### config.mk
export PLATFORM = sky130hd
export DESIGN_NAME = gpio_split_edge
export DESIGN_NICKNAME = d
export VERILOG_FILES = /design/src/rtl/gpio_split_pkg.sv /design/src/rtl/gpio_half_reg.sv /design/src/rtl/gpio_sync_edge.sv /design/src/rtl/gpio_bl_decode.sv /design/src/rtl/gpio_split_edge.sv
export SDC_FILE = /design/constraint.sdc
export NUM_CORES = 1
export LEC_CHECK = 0
export BUFFER_PORTS_ARGS = -buffer_cell sky130_fd_sc_hd__buf_2
export CAP_MARGIN = 20
export CORE_MARGIN = 10
export CORE_UTILIZATION = 54
export CTS_CLUSTER_DIAMETER = 40
export DETAILED_ROUTE_END_ITERATION = 10
export PLACE_DENSITY = 0.76
export SLEW_MARGIN = 20
export SYNTH_ARGS = -nofsm -noshare
export SYNTH_HDL_FRONTEND = slang
export SYNTH_SLANG_ARGS = --single-unit
### constraint.sdc
create_clock -name clk -period 2.2 [get_ports clk]
set_input_delay 0.22 -clock clk [delete_from_list [all_inputs] [get_ports clk]]
set_output_delay 0.22 -clock clk [all_outputs]
set_load 0.02 [all_outputs]
### src/rtl/gpio_split_pkg.sv
package gpio_split_pkg;

   localparam int OFS_OE   = 'h008;
   localparam int OFS_OUT  = 'h00C;
   localparam int OFS_IN   = 'h010;
   localparam int OFS_FALL = 'h014;
   localparam int OFS_RISE = 'h018;
   localparam int OFS_STAT = 'h020;

   localparam int BL_LSB   = 16;
   localparam int SDA_BIT  = 29;
   localparam int SCL_BIT  = 30;

   typedef enum logic [2:0] {
      SEL_NONE, SEL_OE, SEL_OUT, SEL_IN, SEL_FALL, SEL_RISE, SEL_STAT
   } reg_sel_e;

   // Fixed backlight code table: key is {output[18:16], oe[2:0]}
   function automatic logic [2:0] bl_lookup(input logic [2:0] o, input logic [2:0] e);
      case ({o, e})
         6'o07:   return 3'd0;
         6'o20:   return 3'd1;
         6'o21:   return 3'd2;
         6'o40:   return 3'd3;
         6'o16:   return 3'd4;
         6'o25:   return 3'd5;
         6'o43:   return 3'd6;
         default: return 3'd7;
      endcase
   endfunction

endpackage

### src/rtl/gpio_half_reg.sv
module gpio_half_reg #(
   parameter int HALF_W = 16,
   parameter int HALVES = 2
) (
   input  logic                       clk,
   input  logic                       rst_n,
   input  logic                       wr_en,
   input  logic [$clog2(HALVES)-1:0]  wr_half,
   input  logic [HALF_W-1:0]          wdata,
   output logic [HALF_W*HALVES-1:0]   q
);

   if (HALVES < 2) begin : g_bad_halves
      $error("gpio_half_reg needs at least two halves");
   end

   for (genvar h = 0; h < HALVES; h++) begin : g_half
      always_ff @(posedge clk or negedge rst_n) begin
         if (!rst_n)
            q[h*HALF_W +: HALF_W] <= '0;
         else if (wr_en && (int'(wr_half) == h))
            q[h*HALF_W +: HALF_W] <= wdata;
      end


      half_write_chk: assert property (@(posedge clk) disable iff (!rst_n)
         (wr_en && (int'(wr_half) == h)) |=> (q[h*HALF_W +: HALF_W] == $past(wdata)));


      half_keep_chk: assert property (@(posedge clk) disable iff (!rst_n)
         !(wr_en && (int'(wr_half) == h)) |=> $stable(q[h*HALF_W +: HALF_W]));
   end

endmodule

### src/rtl/gpio_sync_edge.sv
module gpio_sync_edge #(
   parameter int NUM_PINS    = 32,
   parameter int SYNC_STAGES = 2
) (
   input  logic                clk,
   input  logic                rst_n,
   input  logic [NUM_PINS-1:0] pin_in,
   input  logic [NUM_PINS-1:0] rise_mask,
   input  logic [NUM_PINS-1:0] fall_mask,
   input  logic                ack,
   output logic [NUM_PINS-1:0] in_state,
   output logic [NUM_PINS-1:0] status,
   output logic                irq
);

   if (SYNC_STAGES < 2) begin : g_bad_sync
      $error("gpio_sync_edge needs two or more synchroniser stages");
   end

   logic [NUM_PINS-1:0] stg [SYNC_STAGES];
   logic [NUM_PINS-1:0] lvl, chg, qual, pick;
   logic                hit;

   always_ff @(posedge clk or negedge rst_n) begin
      if (!rst_n) begin
         for (int i = 0; i < SYNC_STAGES; i++) stg[i] <= '1;
      end else begin
         stg[0] <= pin_in;
         for (int i = 1; i < SYNC_STAGES; i++) stg[i] <= stg[i-1];
      end
   end

   assign lvl  = stg[SYNC_STAGES-1];
   assign chg  = lvl ^ in_state;
   assign qual = chg & ((lvl & rise_mask) | (~lvl & fall_mask));
   // lowest qualifying pin wins when several change together
   assign pick = qual & (~qual + NUM_PINS'(1));
   assign hit  = |qual;

   always_ff @(posedge clk or negedge rst_n) begin
      if (!rst_n) begin
         in_state <= '1;
         status   <= '0;
         irq      <= 1'b0;
      end else begin
         in_state <= lvl;
         if (hit) begin
            status <= pick;
            irq    <= 1'b1;
         end else if (ack) begin
            irq    <= 1'b0;
         end
      end
   end


   status_onehot_chk: assert property (@(posedge clk) disable iff (!rst_n)
      $onehot0(status));


   status_keep_chk: assert property (@(posedge clk) disable iff (!rst_n)
      !hit |=> $stable(status));


   no_spurious_chk: assert property (@(posedge clk) disable iff (!rst_n)
      (!irq && !hit) |=> !irq);


   irq_hold_chk: assert property (@(posedge clk) disable iff (!rst_n)
      (irq && !ack) |=> irq);


   ack_clear_chk: assert property (@(posedge clk) disable iff (!rst_n)
      (ack && !hit) |=> !irq);


   ack_collide_chk: assert property (@(posedge clk) disable iff (!rst_n)
      (ack && hit) |=> irq);

endmodule

### src/rtl/gpio_bl_decode.sv
module gpio_bl_decode
   import gpio_split_pkg::*;
#(
   parameter bit BL_DECODE = 1'b1
) (
   input  logic [2:0] out_bits,
   input  logic [2:0] oe_bits,
   output logic [2:0] level
);

   if (BL_DECODE) begin : g_table
      assign level = bl_lookup(out_bits, oe_bits);
   end else begin : g_full
      logic [5:0] unused_key;
      assign unused_key = {out_bits, oe_bits};
      assign level = 3'd7;
   end

endmodule

### src/rtl/gpio_split_edge.sv
module gpio_split_edge
   import gpio_split_pkg::*;
#(
   parameter int NUM_PINS    = 32,
   parameter int ADDR_W      = 12,
   parameter int HI_STRIDE   = 'h500,
   parameter int SYNC_STAGES = 2,
   parameter bit BL_DECODE   = 1'b1
) (
   input  logic                  clk,
   input  logic                  rst_n,
   input  logic [ADDR_W-1:0]     reg_addr,
   input  logic                  reg_wr,
   input  logic [NUM_PINS/2-1:0] reg_wdata,
   output logic [NUM_PINS/2-1:0] reg_rdata,
   input  logic [NUM_PINS-1:0]   pin_in,
   input  logic                  irq_ack,
   output logic                  irq,
   output logic [2:0]            bl_level,
   output logic                  i2c_sda,
   output logic                  i2c_scl
);

   localparam int HALF_W = NUM_PINS / 2;
   localparam int HALVES = 2;
   localparam int OE_W   = 3;

   if ((NUM_PINS % 2) != 0 || NUM_PINS <= SCL_BIT) begin : g_bad_pins
      $error("gpio_split_edge needs an even pin count above the I2C clock bit");
   end
   if (HI_STRIDE <= OFS_STAT || HI_STRIDE + OFS_STAT >= (1 << ADDR_W)) begin : g_bad_stride
      $error("gpio_split_edge high window does not fit the address width");
   end

   reg_sel_e            sel;
   logic                is_hi;
   logic [ADDR_W-1:0]   off;
   logic [NUM_PINS-1:0] out_q, fall_q, rise_q, in_state, status;
   logic [OE_W-1:0]     oe_q;

   // ---------------- address decode ----------------
   always_comb begin
      is_hi = (reg_addr >= ADDR_W'(HI_STRIDE));
      off   = is_hi ? reg_addr - ADDR_W'(HI_STRIDE) : reg_addr;
      case (off)
         ADDR_W'(OFS_OE):   sel = SEL_OE;
         ADDR_W'(OFS_OUT):  sel = SEL_OUT;
         ADDR_W'(OFS_IN):   sel = SEL_IN;
         ADDR_W'(OFS_FALL): sel = SEL_FALL;
         ADDR_W'(OFS_RISE): sel = SEL_RISE;
         ADDR_W'(OFS_STAT): sel = SEL_STAT;
         default:           sel = SEL_NONE;
      endcase
   end

   // ---------------- split registers ----------------
   gpio_half_reg #(.HALF_W(HALF_W), .HALVES(HALVES)) i_out_reg (
      .clk(clk), .rst_n(rst_n), .wr_en(reg_wr && sel == SEL_OUT),
      .wr_half(is_hi), .wdata(reg_wdata), .q(out_q));

   gpio_half_reg #(.HALF_W(HALF_W), .HALVES(HALVES)) i_fall_reg (
      .clk(clk), .rst_n(rst_n), .wr_en(reg_wr && sel == SEL_FALL),
      .wr_half(is_hi), .wdata(reg_wdata), .q(fall_q));

   gpio_half_reg #(.HALF_W(HALF_W), .HALVES(HALVES)) i_rise_reg (
      .clk(clk), .rst_n(rst_n), .wr_en(reg_wr && sel == SEL_RISE),
      .wr_half(is_hi), .wdata(reg_wdata), .q(rise_q));

   always_ff @(posedge clk or negedge rst_n) begin
      if (!rst_n)
         oe_q <= '0;
      else if (reg_wr && sel == SEL_OE && is_hi)
         oe_q <= reg_wdata[OE_W-1:0];
   end

   // ---------------- pins and interrupt ----------------
   gpio_sync_edge #(.NUM_PINS(NUM_PINS), .SYNC_STAGES(SYNC_STAGES)) i_edge (
      .clk(clk), .rst_n(rst_n), .pin_in(pin_in),
      .rise_mask(rise_q), .fall_mask(fall_q), .ack(irq_ack),
      .in_state(in_state), .status(status), .irq(irq));

   // ---------------- derived outputs ----------------
   gpio_bl_decode #(.BL_DECODE(BL_DECODE)) i_bl (
      .out_bits(out_q[BL_LSB +: 3]), .oe_bits(oe_q), .level(bl_level));

   assign i2c_sda = out_q[SDA_BIT];
   assign i2c_scl = out_q[SCL_BIT];

   // ---------------- read mux ----------------
   function automatic logic [HALF_W-1:0] half_of(input logic [NUM_PINS-1:0] v, input logic hi);
      return hi ? v[NUM_PINS-1:HALF_W] : v[HALF_W-1:0];
   endfunction

   always_comb begin
      case (sel)
         SEL_OE:   reg_rdata = is_hi ? HALF_W'(oe_q) : '0;
         SEL_OUT:  reg_rdata = half_of(out_q, is_hi);
         SEL_IN:   reg_rdata = half_of(in_state, is_hi);
         SEL_FALL: reg_rdata = half_of(fall_q, is_hi);
         SEL_RISE: reg_rdata = half_of(rise_q, is_hi);
         SEL_STAT: reg_rdata = half_of(status, is_hi);
         default:  reg_rdata = '0;
      endcase
   end


   i2c_stable_chk: assert property (@(posedge clk) disable iff (!rst_n)
      !(reg_wr && sel == SEL_OUT && is_hi) |=> ($stable(i2c_sda) && $stable(i2c_scl)));


   oe_read_chk: assert property (@(posedge clk) disable iff (!rst_n)
      (sel == SEL_OE) |-> (reg_rdata[HALF_W-1:OE_W] == '0));


   unmapped_read_chk: assert property (@(posedge clk) disable iff (!rst_n)
      (sel == SEL_NONE) |-> (reg_rdata == '0));

endmodule

After elaboration in Yosys (flattened, before gate mapping). Cells that the tools add are included.

Register bits: 228. Input bits: 64. Logic and storage cells: 68.

Add/sub/neg operators: 2. $lt $le $gt $ge: 1. Equal/unequal tests: 19. Mux-type cells: 12. Bitwise logic cells: 9. Reduce and logical (&&, ||, !) cells: 13.

Operators with widths (count): bitwise AND 32 bit (4); one-hot mux 16 bit (6 select lines) (1); 2-to-1 mux 16 bit (5); NOT 32 bit (2); == test 12 x 5 -> 1 bit, second input constant (3); adder 32 x 1 -> 32 bit, second input constant (1); bitwise OR 32 bit (1); OR reduction 32 bit (1); bitwise XOR 32 bit (1); == test 12 x 4 -> 1 bit, second input constant (2); one-hot mux 3 bit (7 select lines) (1); == test 6 x 5 -> 1 bit, second input constant (3); one-hot mux 3 bit (6 select lines) (1); == test 12 x 6 -> 1 bit, second input constant (1); == test 6 bit, second input constant (2); greater-or-equal comparator 12 x 11 -> 1 bit, second input constant (1); 2-to-1 mux 12 bit (1); subtractor 12 x 11 -> 12 bit, second input constant (1); logical AND 1 bit (11); == test 3 bit, second input constant (3); == test 3 x 2 -> 1 bit, second input constant (2); == test 6 x 3 -> 1 bit, second input constant (1); == test 6 x 4 -> 1 bit, second input constant (1); == test 3 x 1 -> 1 bit, second input constant (1); 4 further kinds (5).

Logic depth before layout (Yosys ltp). Gate-level depths: netlist of the first run.

Depth in word-level cells: 7. Gate-level depth with buffers: 10.

Cells and area by module. A second synthesis of the first run with hierarchy kept.

Cell total of the unflattened synthesis: 789. Area, all modules: 10343.7 µm².

Modules (own cells, without submodules): gpio_sync_edge (instances 1, cells an instance 328, area each 4576.9 µm², sequential area each 3348.2 µm²); gpio_half_reg (instances 3, cells an instance 69, area each 1256.2 µm², sequential area each 800.8 µm²); gpio_split_edge (instances 1, cells an instance 235, area each 1849.3 µm², sequential area each 75.1 µm²); gpio_bl_decode (instances 1, cells an instance 19, area each 148.9 µm², sequential area each 0.0 µm²).

Worst setup path before layout of the first run. OpenSTA, ideal clock, no wires.

Path type: input port to output port. Start: input reg_addr[9]. End: output reg_rdata[11]. Data arrival time: 2234 ps. Path slack: -254 ps. Cell stages on the path: 10. Buffers on the path: 2. Cells stage by stage: inv_1 > ha_1 > nand2b_1 > nand2b_1 > a21oi_1 > buf_2 > buf_1 > mux2_2 > a222oi_1 > o221ai_1.

Longest elaborated chain between the ends: 6. Elaborated cells between the ends (all ways): 22. Classes of those cells: add/sub: 1; order compare: 1; eq/ne: 12; mux: 8.

RTL lines: start, declared (RTL line gpio_split_edge.sv:12) `input logic [ADDR_W-1:0] reg_addr,`; subtractor 12 x 11 -> 12 bit or greater-or-equal comparator 12 x 11 -> 1 bit (tied branches) (RTL line gpio_split_edge.sv:44, gpio_split_edge.sv:43); 2-to-1 mux 12 bit (RTL line gpio_split_edge.sv:44) `off = is_hi ? reg_addr - ADDR_W'(HI_STRIDE) : reg_addr;`; == test 12 x 6 -> 1 bit (tied with other cells) (RTL line gpio_split_edge.sv:45) `case (off)`; one-hot mux 3 bit (6 select lines) (RTL line gpio_split_edge.sv:45); == test 3 bit (tied with other cells) (RTL line gpio_split_edge.sv:95) `case (sel)`; one-hot mux 16 bit (6 select lines) (*) (RTL line gpio_split_edge.sv:95); end, declared (RTL line gpio_split_edge.sv:15) `output logic [NUM_PINS/2-1:0] reg_rdata,`.

Every way passes the cells marked *; elsewhere a longest branch is shown, timed or not.

Final worst setup path of the first run.
Start: input reg_addr[9]. End: output reg_rdata[15].

Same word-level chain as after synthesis.

==> results.sh, run 1 <==
export IMPL_grt_met2_usage_pct=39.1
export IMPL_die_height_um=155
export IMPL_dpl_cell_area_um2=11300
export IMPL_cts_max_level=1
export IMPL_grt_ovfl_total=0
export IMPL_port_buffers=85
export IMPL_utilization_pct=76.2
export IMPL_power_share_sequential_pct=44.7
export IMPL_cts_sinks=228
export IMPL_synthTopCellsByCount="mux2_2, dfrtp_1, dfstp_2, nand2_1, mux2i_1"
export IMPL_crit_chain="buf_8 > inv_6 > ha_4 > nand2b_4 > nand2b_4 > a21oi_4 > buf_6 > buf_8 > buf_12 > mux2_4 > a222oi_1 > o221ai_1 > buf_4"
export IMPL_vias=7431
export IMPL_hp_class="input port to flip-flop"
export IMPL_grt_pass1_vias=8174
export IMPL_initial_core_util_pct=54.7
export IMPL_rows=49
export IMPL_crit_arrival_ns=2.39
export IMPL_switching_power_uw=2390
export IMPL_drv_cap=0
export IMPL_cts_max_path_buffers=3
export IMPL_drt_pass1_iter_count=7
export IMPL_slew_violations=0
export IMPL_yosys_area_top_type="dfrtp_1"
export IMPL_syn_to_final_growth_pct=39.2
export IMPL_drive_above_1_share_pct=56.3
export IMPL_violations="negative setup slack"
export IMPL_drcViolationCount=0
export IMPL_io_pins=86
export IMPL_grt_usage_pct=23.1
export IMPL_ys_flop_type="dfrtp_1"
export IMPL_hold_ws_ns=0.0210
export IMPL_setup_violations=45
export IMPL_worst_path_max_fanout=5
export IMPL_syn_area_um2=9800
export IMPL_rsz0062_at_grt="true"
export IMPL_die_w_um=155
export IMPL_leakagePower_uw=0.00619
export IMPL_drtIter0Drc=657
export IMPL_netlist_top_cells_area="dfrtp_1, dfstp_2, mux2_2"
export IMPL_worst_path_dominant_cell_family="compound AO/OA/AOI/OAI gates"
export IMPL_met1_usage_pct=28.3
export IMPL_synth_most_common_cell="mux2_2"
export IMPL_globalRouteMet3Util_pct=4.33
export IMPL_fin_tns_setup_ns=-7.97
export IMPL_power_density_nw_per_um2=739
export IMPL_cpPeakStageDelay_ns=0.41
export IMPL_synth_nets=791
export IMPL_skew_ns=0.0119
export IMPL_crit_buf_inv=6
export IMPL_clkPwrFrac_pct=47.7
export IMPL_end_kind="output pin"
export IMPL_yosys_warnings=0
export IMPL_nets=1050
export IMPL_finalHoldViolations=0
export IMPL_wire_per_inst_um=23.2
export IMPL_synth_edf_count=0
export IMPL_cts_inserted_buffers=29
export IMPL_busiest_layer="met2"
export IMPL_worstSetupPathType="input port to output pin"
export IMPL_dieArea_um2=23900
export IMPL_clk_pin_slew_worst_paths_ns=0.06
export IMPL_cts_root_buf="clkbuf_16"
export IMPL_grt_pass1_wl_um=44900
export IMPL_num_antenna_cells=0
export IMPL_post_route_period_util_pct=119
export IMPL_routabilityCongestion=0.878
export IMPL_vias_per_cell=6.02
export IMPL_grt_max_degree=65
export IMPL_ys_types=56
export IMPL_vdd_drop_max_v=0.000793
export IMPL_antenna_found_initial=0
export IMPL_worst_slack_ns=-0.409
export IMPL_synth_seq_area_share_pct=59.5
export IMPL_cts_tree="yes"
export IMPL_drt_total_wl_um=28600
export IMPL_critPathSlowestCell="a222oi_1"
export IMPL_nFillCells=969
export IMPL_ant_nets=0
export IMPL_cp_required_ns=1.98
export IMPL_place_hpwl_um=17300
export IMPL_swShare_pct=23.7
export IMPL_core_area_um2=17900
export IMPL_synth_ff_latch_count=228
export IMPL_outcome="complete, but fails checks"
export IMPL_relSlewSlack_pct=57.2
export IMPL_syn_avg_cell_area_um2=13.5
export IMPL_totalPowerFinal_uw=10100
export IMPL_register_area_um2=5830
export IMPL_min_period_ns=2.61
export IMPL_intPower_uw=7690
export IMPL_syn_inst=725
export IMPL_clock_latency_ns=0.54
export IMPL_synthArstFlopShare_pct=100
export IMPL_yosysTopAreaCellShare_pct=33.7
export IMPL_tightest_slew_ns=0.635
export IMPL_timing_fmax_mhz=383
export IMPL_final_area_um2=13600
export IMPL_p_comb_share_pct=7.6
export IMPL_multi_input_area_um2=4170
export IMPL_start_kind="input port"
==> metal layers <==
layer	share of wire [%]	routed length (um)
met5	0	0
met4	4.3	1230
met3	6.5	1870
met2	49	14100
met1	40	11400
==> layout by cell type (no fill, tap or decap), types with 4 or more instances in the layout <==
cell type / instances
dlygate4sd3_1: 44
o22ai_1: 7
mux2_2: 116
a22o_1: 10
o21ai_0: 21
inv_6: 9
o221ai_2: 11
nand2b_1: 6
nor2_1: 18
clkbuf_16: 31
a21oi_1: 6
a31oi_1: 4
nor2_4: 4
nor4_1: 4
o21a_1: 5
inv_1: 8
dfstp_2: 96
buf_2: 70
buf_8: 5
nand3b_1: 33
buf_4: 97
mux2i_1: 37
o21ai_2: 6
a222oi_1: 13
nand2_1: 41
nand3_1: 4
mux2_4: 22
buf_6: 18
nor2_2: 11
dfrtp_1: 129
buf_12: 20
a32o_1: 5
==> cells by family (layout without fill, tap and decap cells) <==
kind of cell | count (synthesis) | count (layout) | share of synthesized area (%)
AO/OA/AOI/OAI | 110 | 110 | 8.44
XOR/XNOR | 2 | 2 | 0.179
adder cells (fa/ha/maj) | 2 | 2 | 0.255
buffers and inverters | 40 | 321 | 1.94
flip-flops | 228 | 228 | 59.5
multiplexers | 179 | 179 | 20.0
AND/OR/NAND/NOR | 164 | 164 | 9.68
==> final timing paths <==
path | startpoint | end | slack (ns) | cells after the start
worst max-delay path | reg_addr[9] | reg_rdata[15] | -0.41 | 13
worst min-delay path | reg_wdata[2] | i_rise_reg.q[18] | 0.02 | 2
worst max register to register | i_edge.in_state[6] | i_edge.status[23] | -0.19 | 8
worst min register to register | i_edge.stg[42] | i_edge.lvl[10] | 0.34 | 0
max in group asynchronous | rst_n | i_edge.in_state[23] | 1.20 | 3
min in group asynchronous | rst_n | i_out_reg.q[16] | 0.19 | 2
==> registers in the layout (all words and copies together), names as in the netlist <==
| name | cells |
|---|---|
| i_edge.in_state | 32 |
| i_edge.irq | 1 |
| i_edge.lvl | 32 |
| i_edge.status | 32 |
| i_edge.stg | 32 |
| i_fall_reg.q | 32 |
| i_out_reg.q | 32 |
| i_rise_reg.q | 32 |
| oe_q | 3 |
==> area by class of cell <==
| type | count | area share [%] |
|---|---|---|
| flip-flops and latches | 228 | 42.7 |
| multi-input cells | 457 | 30.6 |
| repair buffers | 258 | 16.9 |
| clock buffers | 35 | 5.86 |
| well taps | 229 | 2.10 |
| clock inverters | 18 | 1.44 |
| inverters | 10 | 0.330 |
==> worst register-to-register path: stages (launching register included) <==
cell and delay [ns]:
dfstp_2 0.53, nand3b_1 0.11, o21ai_2 0.09, or4_4 0.58, nor4_4 0.30, buf_4 0.18
buf_6 0.10, and3_4 0.22, and4b_1 0.22
==> what timing repair did <==
item / CTS / global route
buffers inserted: 18 / 16
pin swaps: 18 / 28
endpoints found under the setup margin: 46 / 51
resized for setup: 80 / 51
hold buffers: 44 / 0
cloned: 5 / 1
hold endpoints to repair: 135 / 0
==> power by group through the flow <==
stage                     Combinational (uW)  Sequential, uW  Clock (uW)
final                                    771            4500        4810
after global routing                     815            4520        5060
after CTS                                705            4490        4840
after detailed placement                 499            4560           0
after global placement                   481            4550           0
after floorplan                          216            4530           0
==> through the flow <==
step	setup slack, ns	std cells
2_1_floorplan	-0.0651	725
3_3_place_gp	-0.346	1103
3_5_place_dp	-0.398	1103
4_1_cts	-0.347	1221
5_1_grt	-0.429	1235
6_report	-0.409	1235
Power figures use the tool's default switching activity.
==> inputs of run 2 (changes only) <==
- SKIP_LAST_GASP: unset -> 1
- clock period: 2.2 -> 2.09 ns (I/O delays scaled with it)
==> run 2 against run 1 <==
Against the previous run:
- the flow still finishes with violations (negative setup slack)
- clock skew up 0.014 ns
- utilization up 1.4 points
- first-iteration DRC count down 18%
- via count down 0.12%
- largest power group unchanged
==> results.sh, run 2 (same netlist as run 1, synthesis figures left out) <==
export IMPL_outcome="complete, but fails checks"
export IMPL_violations="negative setup slack"
export IMPL_final_area_um2=13900
export IMPL_drcViolationCount=0
export IMPL_placedCellCount=1114
export IMPL_wire_per_inst_um=22.7
export IMPL_grt_ovfl_total=0
export IMPL_drv_cap=0
export IMPL_register_area_um2=5830
export IMPL_grt_usage_pct=22.3
export IMPL_rsz0062_at_grt="true"
export IMPL_worst_slack_ns=-0.519
export IMPL_relSlewSlack_pct=52.0
export IMPL_pre_cts_ws_ns=-0.499
export IMPL_worst_path_max_fanout=10
export IMPL_antenna_found_initial=1
export IMPL_post_route_period_util_pct=125
export IMPL_vdd_drop_max_v=0.000831
export IMPL_cts_max_path_buffers=3
export IMPL_leakagePower_uw=0.00623
export IMPL_multi_input_area_um2=4240
export IMPL_clk_pin_slew_worst_paths_ns=0.05
export IMPL_die_height_um=155
export IMPL_finalHoldViolations=0
export IMPL_tightest_slew_ns=0.718
export IMPL_vias=7422
export IMPL_start_kind="input port"
export IMPL_cts_root_buf="clkbuf_16"
export IMPL_worstSetupPathType="input port to output pin"
export IMPL_cp_required_ns=1.88
export IMPL_die_w_um=155
export IMPL_layout_commonest_cell="dfrtp_1"
export IMPL_cts_sinks=228
export IMPL_ant_nets=0
export IMPL_power_density_nw_per_um2=758
export IMPL_clock_latency_ns=0.56
export IMPL_grt_max_degree=69
export IMPL_drtIter0Drc=542
export IMPL_setup_violations=49
export IMPL_dieArea_um2=23900
export IMPL_initial_core_util_pct=54.7
export IMPL_hp_class="input port to flip-flop"
export IMPL_rows=49
export IMPL_min_period_ns=2.61
export IMPL_syn_to_final_growth_pct=41.8
export IMPL_finalNonFillerCells=1253
export IMPL_nets=1065
export IMPL_utilization_pct=77.6
export IMPL_cts_tree="yes"
export IMPL_slew_violations=0
export IMPL_vias_per_cell=5.92
export IMPL_drt_total_wl_um=28400
export IMPL_nFillCells=999
export IMPL_io_pins=86
export IMPL_core_area_um2=17900
export IMPL_crit_arrival_ns=2.40
export IMPL_cts_max_level=1
export IMPL_skew_ns=0.0257
export IMPL_grt_pass1_vias=8043
export IMPL_place_hpwl_um=17300
export IMPL_layout_common_cells="dfrtp_1, mux2_2, buf_4"
export IMPL_port_buffers=85
export IMPL_routabilityCongestion=0.855
export IMPL_drt_pass1_iter_count=7
export IMPL_end_kind="output pin"
export IMPL_grt_pass1_wl_um=43200
export IMPL_drive_above_1_share_pct=57.6
export IMPL_timing_fmax_mhz=383
export IMPL_dpl_cell_area_um2=11600
export IMPL_cts_inserted_buffers=30
==> run 2: changes by cell type in the layout (fill, tap and decap cells not counted), moves of 5 or more <==
cell	delta
buf_12	+5
mux2_2	+6
dlygate4sd3_1	+5
inv_6	-5
mux2_4	-6
buf_4	+8
nor2_4	+5
==> run 2: critical path: stages <==
cell and delay (ns):
buf_8 0.11, inv_8 0.05, ha_4 0.13, nand2b_4 0.13, nand2b_4 0.06, a21oi_4 0.13
buf_12 0.15, buf_4 0.13, buf_8 0.13, mux2_2 0.35, a222oi_1 0.43, o221ai_2 0.19
buf_2 0.20
==> run 2: final timing paths <==
check                                         from  cells past startpoint  slack (ns)                 to
worst min-delay path                  reg_wdata[2]                      2        0.03    i_out_reg.q[18]
worst max-delay path                   reg_addr[9]                     13       -0.52       reg_rdata[4]
worst min register to register      i_edge.stg[35]                      0        0.35      i_edge.lvl[3]
min in group asynchronous                    rst_n                      2        0.22     i_out_reg.q[4]
max in group asynchronous                    rst_n                      3        1.10     i_edge.lvl[11]
worst max register to register  i_edge.in_state[5]                      8       -0.29  i_edge.status[27]
==> run 2: where the power goes <==
group | total [uW] | internal, uW | switching, uW
Clock | 4990 | 3030 | 1960
Sequential | 4730 | 4640 | 98.3
Combinational | 802 | 425 | 377
==> run 2: cell type report <==
class,count,share of cell area (%)
Multi-Input combinational cell,457,30.6
Tap cell,229,2.06
Antenna cell,1,0.0180
Timing Repair Buffer,272,17.9
Clock inverter,18,1.35
Clock buffer,38,5.84
Inverter,10,0.342
Sequential cell,228,42.0
==> run 2: routing by layer <==
| metal | vias up | routed length, um | GRT usage, % |
|---|---|---|---|
| met1 | 3810 | 11000 | 25.8 |
| li1 | 3266 | - | - |
| met5 | - | 0 | 0 |
| met2 | 262 | 14900 | 40.5 |
| met4 | 0 | 1150 | 8.19 |
| met3 | 84 | 1360 | 3.41 |
==> run 2: what timing repair did <==
item,in CTS,in global routing
gates cloned,3,3
pin swaps,33,27
setup endpoints to repair,50,52
resized for setup,58,77
buffers inserted,19,15
hold buffers,49,0
hold endpoints to repair,174,0
==> run 2: metrics by stage <==
stage | TNS [ns] | total power (uW) | hold WS, ns
6_report | -11.42 | 10500 | 0.0301
3_3_place_gp | -33.34 | 5320 | 0.195
5_1_grt | -15.95 | 10900 | 0.0385
4_1_cts | -12.25 | 10500 | 0.0166
2_1_floorplan | -5.26 | 5010 | -0.0866
3_5_place_dp | -43.55 | 5350 | 0.203
==> inputs of run 3 (changes only) <==
- CORE_MARGIN: 10 -> 2
- CORE_UTILIZATION: 54 -> 59
- PLACE_DENSITY: 0.76 -> 0.79
- clock period: 2.09 -> 2.8 ns (I/O delays scaled with it)
==> run 3 against run 2 <==
Against the previous run:
- the flow now finishes without violations
- routed wire length down 17%
- sequential share of layout area up 6.1 points
- flip-flop and latch count unchanged
- cell count down 10%
- critical path type unchanged
- utilization down 3.7 points
- sequential power down 25%
- clock power down 25%
- worst hold slack better by 0.030 ns
- die area down 26%
- global-route usage up 5.2 points
==> results.sh, run 3 (same netlist as run 1, synthesis figures left out) <==
export IMPL_grt_ovfl_total=0
export IMPL_critPathSlowestCell="a222oi_1"
export IMPL_wl_met2_um=11700
export IMPL_grt_pass1_wl_um=38300
export IMPL_dieArea_um2=17700
export IMPL_clock_latency_ns=0.54
export IMPL_worst_path_max_fanout=15
export IMPL_vdd_drop_max_v=0.000541
export IMPL_utilization_pct=73.9
export IMPL_register_area_um2=5830
export IMPL_slew_violations=0
export IMPL_syn_to_final_growth_pct=23.7
export IMPL_die_height_um=133
export IMPL_end_kind="output pin"
export IMPL_grt_usage_pct=27.5
export IMPL_cts_root_buf="clkbuf_16"
export IMPL_nFillCells=1023
export IMPL_cp_required_ns=2.52
export IMPL_cts_max_level=1
export IMPL_intPower_uw=5970
export IMPL_drcViolationCount=0
export IMPL_clkPwrFrac_pct=48.7
export IMPL_worst_path_dominant_cell_family="compound AO/OA/AOI/OAI gates"
export IMPL_cts_tree="yes"
export IMPL_layout_commonest_cell="mux2_2"
export IMPL_drtIter0Drc=440
export IMPL_start_kind="input port"
export IMPL_worstSetupPathType="input port to output pin"
export IMPL_relSlewSlack_pct=51.4
export IMPL_clk_pin_slew_worst_paths_ns=0.05
export IMPL_finalHoldViolations=0
export IMPL_hold_path_startpoint="reg_wdata[8]"
export IMPL_ant_nets=0
export IMPL_die_w_um=133
export IMPL_placedCellCount=1034
export IMPL_ff2ff_path_depth=6
export IMPL_hp_class="input port to flip-flop"
export IMPL_core_area_um2=16400
export IMPL_cts_inserted_buffers=29
export IMPL_final_area_um2=12100
export IMPL_setup_violations=0
export IMPL_nets=948
export IMPL_min_period_ns=2.75
export IMPL_skew_ns=0.0132
export IMPL_p_comb_share_pct=5.3
export IMPL_multi_input_area_um2=3820
export IMPL_r2r_end="i_edge.status[12]"
export IMPL_drt_pass1_iter_count=5
export IMPL_cts_max_path_buffers=3
export IMPL_dpl_cell_area_um2=10700
export IMPL_num_antenna_cells=0
export IMPL_worst_slack_ns=0.0477
export IMPL_hold_depth=2
export IMPL_port_buffers=85
export IMPL_vias=6752
export IMPL_drv_cap=0
export IMPL_crit_buf_inv=4
export IMPL_wire_per_inst_um=21.0
export IMPL_grt_pass1_vias=7329
export IMPL_drt_total_wl_um=23600
export IMPL_swShare_pct=22.2
export IMPL_finalNonFillerCells=1125
export IMPL_wl_met3_um=1260
export IMPL_pre_cts_ws_ns=-0.00275
export IMPL_leakagePower_uw=0.00548
export IMPL_timing_fmax_mhz=363
export IMPL_antenna_found_initial=0
export IMPL_post_route_period_util_pct=98.3
export IMPL_io_pins=86
export IMPL_highest_layer="met4"
export IMPL_power_share_sequential_pct=46.0
export IMPL_cts_sinks=228
export IMPL_rows=47
export IMPL_cpMostUsedCell="buf_2"
export IMPL_rsz0062_at_grt="true"
export IMPL_layout_common_cells="mux2_2, dfrtp_1, dfstp_2"
export IMPL_vias_per_cell=6.00
export IMPL_hold_end="i_fall_reg.q[24]"
export IMPL_cpPeakStageDelay_ns=0.38
export IMPL_power_density_nw_per_um2=633
export IMPL_place_hpwl_um=15400
export IMPL_tightest_slew_ns=0.724
export IMPL_initial_core_util_pct=59.7
export IMPL_outcome="completed"
export IMPL_crit_arrival_ns=2.47
export IMPL_rrSetupSlack_ns=0.24
export IMPL_worstReg2RegStart="i_edge.in_state[0]"
export IMPL_drive_above_1_share_pct=46.7
export IMPL_wl_met1_um=9720
export IMPL_routabilityCongestion=0.852
export IMPL_switching_power_uw=1700
export IMPL_crit_chain="buf_2 > ha_1 > and4_1 > a21oi_4 > buf_6 > buf_12 > mux2_2 > a222oi_1 > o221ai_1 > buf_2"
export IMPL_grt_max_degree=93
[run 3: worst reg2reg max path: stages, from the launching register on]
cell	delay (ns)
dfstp_2	0.55
nand3b_1	0.13
o21ai_2	0.11
or4_1	0.63
or4_1	0.60
nor4b_1	0.37
a21o_1	0.12
[run 3: worst max path at each step]
| stage | cells past startpoint | to | startpoint | slack, ns |
|---|---|---|---|---|
| floorplan | 10 | reg_rdata[11] | reg_addr[9] | 0.23 |
| global placement | 12 | reg_rdata[2] | reg_addr[8] | 0.12 |
| detailed placement | 11 | reg_rdata[15] | reg_addr[9] | -0.003 |
| CTS | 12 | reg_rdata[4] | reg_addr[9] | -0.02 |
| global route | 11 | reg_rdata[13] | reg_addr[9] | -0.009 |
| finish | 10 | reg_rdata[10] | reg_addr[8] | 0.05 |
[run 3: per-layer routing]
layer | track usage (%) | vias up
li1 | - | 3009
met1 | 36.2 | 3431
met2 | 45.5 | 242
met3 | 4.48 | 70
met4 | 11.8 | 0
met5 | 0 | -
[run 3: timing repair]
action                                 CTS  global route
setup endpoints to repair                3            16
hold buffers                            34             0
pin swaps                                0             4
gates resized for setup                  1            13
setup buffers                            1             1
cloned                                   1             0
endpoints found under the hold margin   75             0
[run 3: cell type report]
| class | count | share of cell area [%] |
|---|---|---|
| flip-flops and latches | 228 | 48.1 |
| clock buffers | 40 | 7.02 |
| repair buffers | 156 | 9.60 |
| clock inverters | 14 | 1.24 |
| well taps | 220 | 2.27 |
| inverters | 10 | 0.310 |
| multi-input cells | 457 | 31.5 |
[run 3: through the flow]
stage / setup TNS [ns] / power [uW] / hold slack (ns)
CTS: -0.0414 / 7720 / 0.0383
global placement: 0 / 3910 / 0.330
finish: 0 / 7670 / 0.0598
detailed placement: -0.00275 / 3930 / 0.346
floorplan: 0 / 3720 / -0.0156
global route: -0.0112 / 7930 / 0.0541
[run 3: power by group through the flow]
stage               registers, uW  clock network, uW  logic [uW]
floorplan                    3560                  0         164
global placement             3570                  0         336
detailed placement           3580                  0         352
CTS                          3530               3790         401
global route                 3540               3940         443
finish                       3530               3740         406
